`config.mk`:
```
export PLATFORM = sky130hd
export DESIGN_NAME = bufptr_port
export DESIGN_NICKNAME = d
export VERILOG_FILES = /design/src/rtl/bufptr_pkg.sv /design/src/rtl/bufptr_decode.sv /design/src/rtl/bufptr_ptr_reg.sv /design/src/rtl/bufptr_addr_gen.sv /design/src/rtl/bufptr_port.sv
export SDC_FILE = /design/constraint.sdc
export NUM_CORES = 1
export LEC_CHECK = 0
export ABC_AREA = 1
export CORE_UTILIZATION = 25
export CTS_CLUSTER_DIAMETER = 100
export DETAILED_ROUTE_END_ITERATION = 7
export PLACE_DENSITY = 0.51
export RECOVER_POWER = 25
export SLEW_MARGIN = 20
export SYNTH_ARGS = -nofsm -noshare
export SYNTH_HDL_FRONTEND = slang
export SYNTH_SLANG_ARGS = --single-unit
```
`constraint.sdc`:
```
create_clock -name clk -period 2.4 [get_ports clk]
set_clock_uncertainty 0.05 [all_clocks]
set_input_delay 0.36 -clock clk [delete_from_list [all_inputs] [get_ports clk]]
set_output_delay 0.36 -clock clk [all_outputs]
set_load 0.02 [all_outputs]
```
`src/rtl/bufptr_pkg.sv`:
```
package bufptr_pkg;
    localparam int PTR_W        = 16;
    localparam int PTR_RXSEL    = 15;
    localparam int PTR_AUTO     = 14;
    localparam logic [3:0] OFS_PTR_LO = 4'd6;
    localparam logic [3:0] OFS_PTR_HI = 4'd7;
    localparam logic [7:0] HI_READ_MASK = 8'hF7;

    typedef enum logic [2:0] {
        ACC_IDLE,
        ACC_PTR_LO,
        ACC_PTR_HI,
        ACC_DATA,
        ACC_OTHER
    } acc_e;
endpackage

```
`src/rtl/bufptr_decode.sv`:
```
module bufptr_decode
    import bufptr_pkg::*;
(
    input  logic [3:0] host_addr,
    input  logic       host_wr,
    input  logic       host_rd,
    output acc_e       acc,
    output logic       acc_wr,
    output logic [1:0] lane
);
    always_comb begin
        acc = ACC_IDLE;
        if (host_wr || host_rd) begin
            unique case (host_addr)
                OFS_PTR_LO:               acc = ACC_PTR_LO;
                OFS_PTR_HI:               acc = ACC_PTR_HI;
                4'd8, 4'd9, 4'd10, 4'd11: acc = ACC_DATA;
                default:                  acc = ACC_OTHER;
            endcase
        end
    end

    // write takes precedence when both strobes are present
    assign acc_wr = host_wr;
    assign lane   = host_addr[1:0];
endmodule

```
`src/rtl/bufptr_ptr_reg.sv`:
```
module bufptr_ptr_reg
    import bufptr_pkg::*;
#(
    parameter int OFF_W = 11
) (
    input  logic             clk,
    input  logic             rst_n,
    input  logic             load_lo,
    input  logic             load_hi,
    input  logic [7:0]       wdata,
    input  logic             step,
    output logic [PTR_W-1:0] ptr
);
    logic             auto_mode;
    logic [OFF_W-1:0] next_off;

    assign auto_mode = ptr[PTR_AUTO];
    assign next_off  = ptr[OFF_W-1:0] + OFF_W'(1);

    always_ff @(posedge clk) begin
        if (!rst_n) begin
            ptr <= '0;
        end else if (load_lo) begin
            ptr[7:0] <= wdata;
        end else if (load_hi) begin
            ptr[PTR_W-1:8] <= wdata;
        end else if (step && auto_mode) begin
            ptr[OFF_W-1:0] <= next_off;
        end
    end

    AST_STEP_WRAP: assert property (@(posedge clk) disable iff (!rst_n)
        (step && auto_mode && !load_lo && !load_hi) |=>
        (ptr[OFF_W-1:0] == ($past(ptr[OFF_W-1:0]) + OFF_W'(1))));

    AST_STEP_UPPER: assert property (@(posedge clk) disable iff (!rst_n)
        (step && auto_mode) |=>
        (ptr[PTR_W-1:OFF_W] == $past(ptr[PTR_W-1:OFF_W])));

    AST_FIXED_HOLD: assert property (@(posedge clk) disable iff (!rst_n)
        (step && !auto_mode && !load_lo && !load_hi) |=> $stable(ptr));

    AST_LO_KEEPS_HI: assert property (@(posedge clk) disable iff (!rst_n)
        load_lo |=> (ptr[PTR_W-1:8] == $past(ptr[PTR_W-1:8])));

    AST_HI_KEEPS_LO: assert property (@(posedge clk) disable iff (!rst_n)
        load_hi |=> (ptr[7:0] == $past(ptr[7:0])));
endmodule

```
`src/rtl/bufptr_addr_gen.sv`:
```
module bufptr_addr_gen
    import bufptr_pkg::*;
#(
    parameter int PAGES = 4,
    parameter int OFF_W = 11,
    localparam int PG_W = (PAGES > 1) ? $clog2(PAGES) : 1,
    localparam int MA_W = PG_W + OFF_W
) (
    input  logic [PTR_W-1:0] ptr,
    input  logic [1:0]       lane,
    input  logic [PG_W-1:0]  pkt_num,
    input  logic [PG_W-1:0]  rx_head,
    output logic [MA_W-1:0]  mem_addr
);
    logic [PG_W-1:0]  page;
    logic [OFF_W-1:0] byte_off;

    always_comb begin
        page     = ptr[PTR_RXSEL] ? rx_head : pkt_num;
        byte_off = ptr[PTR_AUTO] ? ptr[OFF_W-1:0]
                                 : ptr[OFF_W-1:0] + OFF_W'(lane);
    end

    assign mem_addr = {page, byte_off};
endmodule

```
`src/rtl/bufptr_port.sv`:
```
module bufptr_port
    import bufptr_pkg::*;
#(
    parameter int PAGES      = 4,
    parameter int PAGE_BYTES = 2048,
    localparam int OFF_W     = $clog2(PAGE_BYTES),
    localparam int PG_W      = (PAGES > 1) ? $clog2(PAGES) : 1,
    localparam int MA_W      = PG_W + OFF_W
) (
    input  logic            clk,
    input  logic            rst_n,
    input  logic [3:0]      host_addr,
    input  logic [7:0]      host_wdata,
    input  logic            host_wr,
    input  logic            host_rd,
    input  logic [PG_W-1:0] pkt_num,
    input  logic [PG_W-1:0] rx_head,
    output logic [7:0]      host_rdata,
    output logic [MA_W-1:0] mem_addr,
    output logic [7:0]      mem_wdata,
    output logic            mem_we,
    input  logic [7:0]      mem_rdata
);
    acc_e             acc;
    logic             acc_wr;
    logic [1:0]       lane;
    logic [PTR_W-1:0] ptr;
    logic             load_lo, load_hi, step;

    bufptr_decode u_decode (
        .host_addr (host_addr),
        .host_wr   (host_wr),
        .host_rd   (host_rd),
        .acc       (acc),
        .acc_wr    (acc_wr),
        .lane      (lane)
    );

    assign load_lo = (acc == ACC_PTR_LO) && acc_wr;
    assign load_hi = (acc == ACC_PTR_HI) && acc_wr;
    assign step    = (acc == ACC_DATA);

    bufptr_ptr_reg #(.OFF_W(OFF_W)) u_ptr (
        .clk     (clk),
        .rst_n   (rst_n),
        .load_lo (load_lo),
        .load_hi (load_hi),
        .wdata   (host_wdata),
        .step    (step),
        .ptr     (ptr)
    );

    bufptr_addr_gen #(.PAGES(PAGES), .OFF_W(OFF_W)) u_addr (
        .ptr      (ptr),
        .lane     (lane),
        .pkt_num  (pkt_num),
        .rx_head  (rx_head),
        .mem_addr (mem_addr)
    );

    always_comb begin
        mem_we     = 1'b0;
        host_rdata = 8'h00;
        unique case (acc)
            ACC_IDLE, ACC_OTHER: ;
            ACC_PTR_LO: if (!acc_wr) host_rdata = ptr[7:0];
            ACC_PTR_HI: if (!acc_wr) host_rdata = ptr[PTR_W-1:8] & HI_READ_MASK;
            ACC_DATA: begin
                if (acc_wr) mem_we = 1'b1;
                else        host_rdata = mem_rdata;
            end
            default: ;
        endcase
    end

    assign mem_wdata = host_wdata;

    AST_HI_MASKED: assert property (@(posedge clk) disable iff (!rst_n)
        (host_rd && !host_wr && host_addr == OFS_PTR_HI) |-> (host_rdata[3] == 1'b0));

    AST_WE_NEEDS_WR: assert property (@(posedge clk) disable iff (!rst_n)
        mem_we |-> (host_wr && host_addr[3:2] == 2'b10));

    AST_OTHER_NO_READ: assert property (@(posedge clk) disable iff (!rst_n)
        (host_rd && !host_wr && (host_addr < 4'd6 || host_addr > 4'd11)) |-> (host_rdata == 8'h00));
endmodule

```
==> qor.yml <==
status: "complete, no violations"
cp.required_ns: 1.99
hold_viol: 0
seq_power_share_pct: 37.8
dieWidth_um: 79.14
num-fill-cells: 657
synthFlopType: "dfxtp_1"
grt_max_degree: 14
regArea_um2: 301.5
dr_total_vias: 1785
grt_pass1_vias: 1758
cts_root_buf: "clkbuf_8"
diodes: 0
ys_async_sr_fraction_pct: 0
maxSlewHeadroom_pct: 67.85
worst_slew_pin_slew_ns: 0.4809
ys_types: 34
max-cap-violations: 0
worst-path-max-fanout: 2
drtIter0Drc: 87
fin_crit_sh_pct: 95.63
overflow: 0
syn-cell-area_mm2: 0.001488
final_cells: 397
core_area_mm2: 0.005608
synth_commonest_cells: "nand2_1 (70), nor2_1 (29), inv_1 (28), nand3_1 (17), dfxtp_1 (15)"
syn-num-nets: 277
rsz0062_at_grt: "no"
clock.fmax_mhz: 435.7
p_sw_mw: 0.2167
dr.pass1.iters: 4
largest-register: "u_ptr.ptr"
cts_tree: "done"
period_needed_ns: 2.295
port_buffers: 57
clk_pin_slew_ns: 0.07
die_area_mm2: 0.006263
clk_path_buf_depth: 2
synth_area_leaders: "dfxtp_1 (20%), nand2_1 (18%), nor2_1 (7.3%), inv_1 (7.1%), xor2_1 (6.5%)"
nets: 358
insertion_delay_ns: 0.25
grt_usage_pct: 17.11
gp_congestion: 0.8376
antenna_found_initial: 0
crit_path_cell_trace: "dlygate4sd2_1, ha_2, inv_1, fa_2, nor2_4, buf_4, xor2_1, clkdlybuf4s15_1"
post-synth-top-area-cell: "dfxtp_1"
hold_class: "reg2reg"
wl_per_cell_um: 12.79
die_height_um: 79.14
timing.reg2reg.setup_slack_ns: 0.67
syn2layout_area_growth_pct: 56.94
yosysSeqAreaShare_pct: 20.19
dp_cells: 391
max_stage_delay_ns: 0.35
stdcell_area_mm2: 0.002335
row_count: 27
multiInputGateArea_mm2: 0.001018
powerDensity_mw_per_mm2: 300.1
wl_mm: 5.078
largest_registers: "u_ptr.ptr (15)"
worst-path-buf-inv: 4
largest_reg_flops: 15
start_util_pct: 26.53
drc: 0
cp_top_family: "buffers and inverters"
p_sw_share_pct: 30.92
endpoint_kind: "primary output"
num_io_pins: 58
worstPathArrival_ns: 1.89
p_clk_share_pct: 30.5
utilization_pct: 41.63
place_hpwl_mm: 3.977
synth_edf_count: 0
syn_area_per_cell_um2: 6.072
cts_buffers: 3
crit_slowest_cell: "fa_2"
irDropWorstVdd_uv: 142.7
combPwrFrac_pct: 31.7
cts-htree-levels: 1
hold_buffers: 0
drv_slew: 0
grt_pass1_wl_mm: 8.355
critPathKind: "in2out"
via_per_inst: 4.496
holdWs_ns: 0.4492
p_leak_nw: 1.058
synth_top_area_share_pct: 20.19
synth_most_common_cell: "nand2_1"
cp-start-kind: "primary input"
ys.warnings.count: 0
yosys_register_bits: 15
synth_cells: 245
postPlaceCellArea_mm2: 0.002290
internal-power_mw: 0.4839
clock-sinks: 15
tns_ns: 0
layout-drive-gt1-share_pct: 24.31
drtAntennaViolNets: 0
setup_viol: 0
[metal layers]
metal	routed length [um]	GRT usage (%)
met5	0	0
met1	2492	23.14
met2	2343	28.53
met3	203	2.644
met4	38	3.455
[through the flow]
stage / power, mW / worst slack [ns]
after detailed placement: 0.4920 / -0.7239
after CTS: 0.7102 / 0.003471
after global routing: 0.7394 / 0.008906
after global placement: 0.4906 / -0.6719
final: 0.7006 / 0.1048
after floorplan: 0.3703 / 0.2173
[placed cells by master (no fill, tap or decap), types with 2 or more instances in the layout]
| cell | count |
|---|---|
| nand2_1 | 68 |
| buf_4 | 35 |
| clkdlybuf4s50_1 | 32 |
| nor2_1 | 26 |
| inv_1 | 26 |
| nand3_1 | 18 |
| dfxtp_1 | 14 |
| xor2_1 | 11 |
| o21ai_0 | 11 |
| buf_2 | 11 |
| a21oi_1 | 8 |
| nor2_4 | 5 |
| a31oi_1 | 5 |
| nand4_1 | 5 |
| dlygate4sd2_1 | 5 |
| nor3_1 | 4 |
| inv_2 | 3 |
| nand2_4 | 3 |
| clkbuf_8 | 3 |
| buf_6 | 3 |
| nor2_2 | 2 |
| nand2_2 | 2 |
| a22oi_1 | 2 |
| mux2_2 | 2 |
| ha_1 | 2 |
| dlygate4sd3_1 | 2 |
[path summary, 6_finish.rpt]
kind	cells past startpoint	end	start
worst max-delay path	8	mem_addr[2]	host_addr[0]
worst min-delay path	2	u_ptr.ptr[13]$_SDFFE_PN0P_	u_ptr.ptr[13]$_SDFFE_PN0P_
worst max register to register	11	u_ptr.ptr[8]$_SDFFE_PN0P_	u_ptr.ptr[1]$_SDFFE_PN0P_
worst min register to register	2	u_ptr.ptr[13]$_SDFFE_PN0P_	u_ptr.ptr[13]$_SDFFE_PN0P_
[power groups by stage]
| stage | Clock [mW] | Sequential [mW] | Combinational, mW |
|---|---|---|---|
| 6_report | 0.214 | 0.265 | 0.222 |
| 5_1_grt | 0.232 | 0.266 | 0.242 |
| 4_1_cts | 0.221 | 0.265 | 0.225 |
| 3_5_place_dp | 0 | 0.270 | 0.222 |
| 3_3_place_gp | 0 | 0.270 | 0.221 |
| 2_1_floorplan | 0 | 0.267 | 0.103 |
[worst register-to-register path, delay by kind of cell (launching register included)]
family,cells,cell delay [ns]
adder cells (fa/ha/maj),1,0.17
buffers and inverters,1,0.13
flip-flops,1,0.35
AND/OR/NAND/NOR,9,0.93
[logic make-up (layout without fill, tap and decap cells)]
family          after synthesis  after routing  share of synthesized area [%]
xor+xnor                     12             12                          7.065
mux                           2              2                          1.514
fa+ha+maj                     4              4                          3.869
simple gates                136            136                          41.21
flops                        15             15                          20.19
buf+inv                      44            124                          13.96
compound gates               32             32                          12.20
[repair_timing]
action                                  CTS  global route
endpoints found under the hold margin     0             0
endpoints found under the setup margin   19            13
pin swaps                                 9            10
gates resized for setup                  94            11
setup buffers                             2             0
[layout make-up]
cell class / count / share of cell area (%)
clock inverter: 1 / 0.2144
clock buffer: 3 / 1.768
inverter: 29 / 4.662
tap: 72 / 3.859
sequential: 15 / 12.92
timing repair buffer: 91 / 32.96
multi-input combinational: 186 / 43.62
No activity file was read; power rests on OpenSTA's default activity.
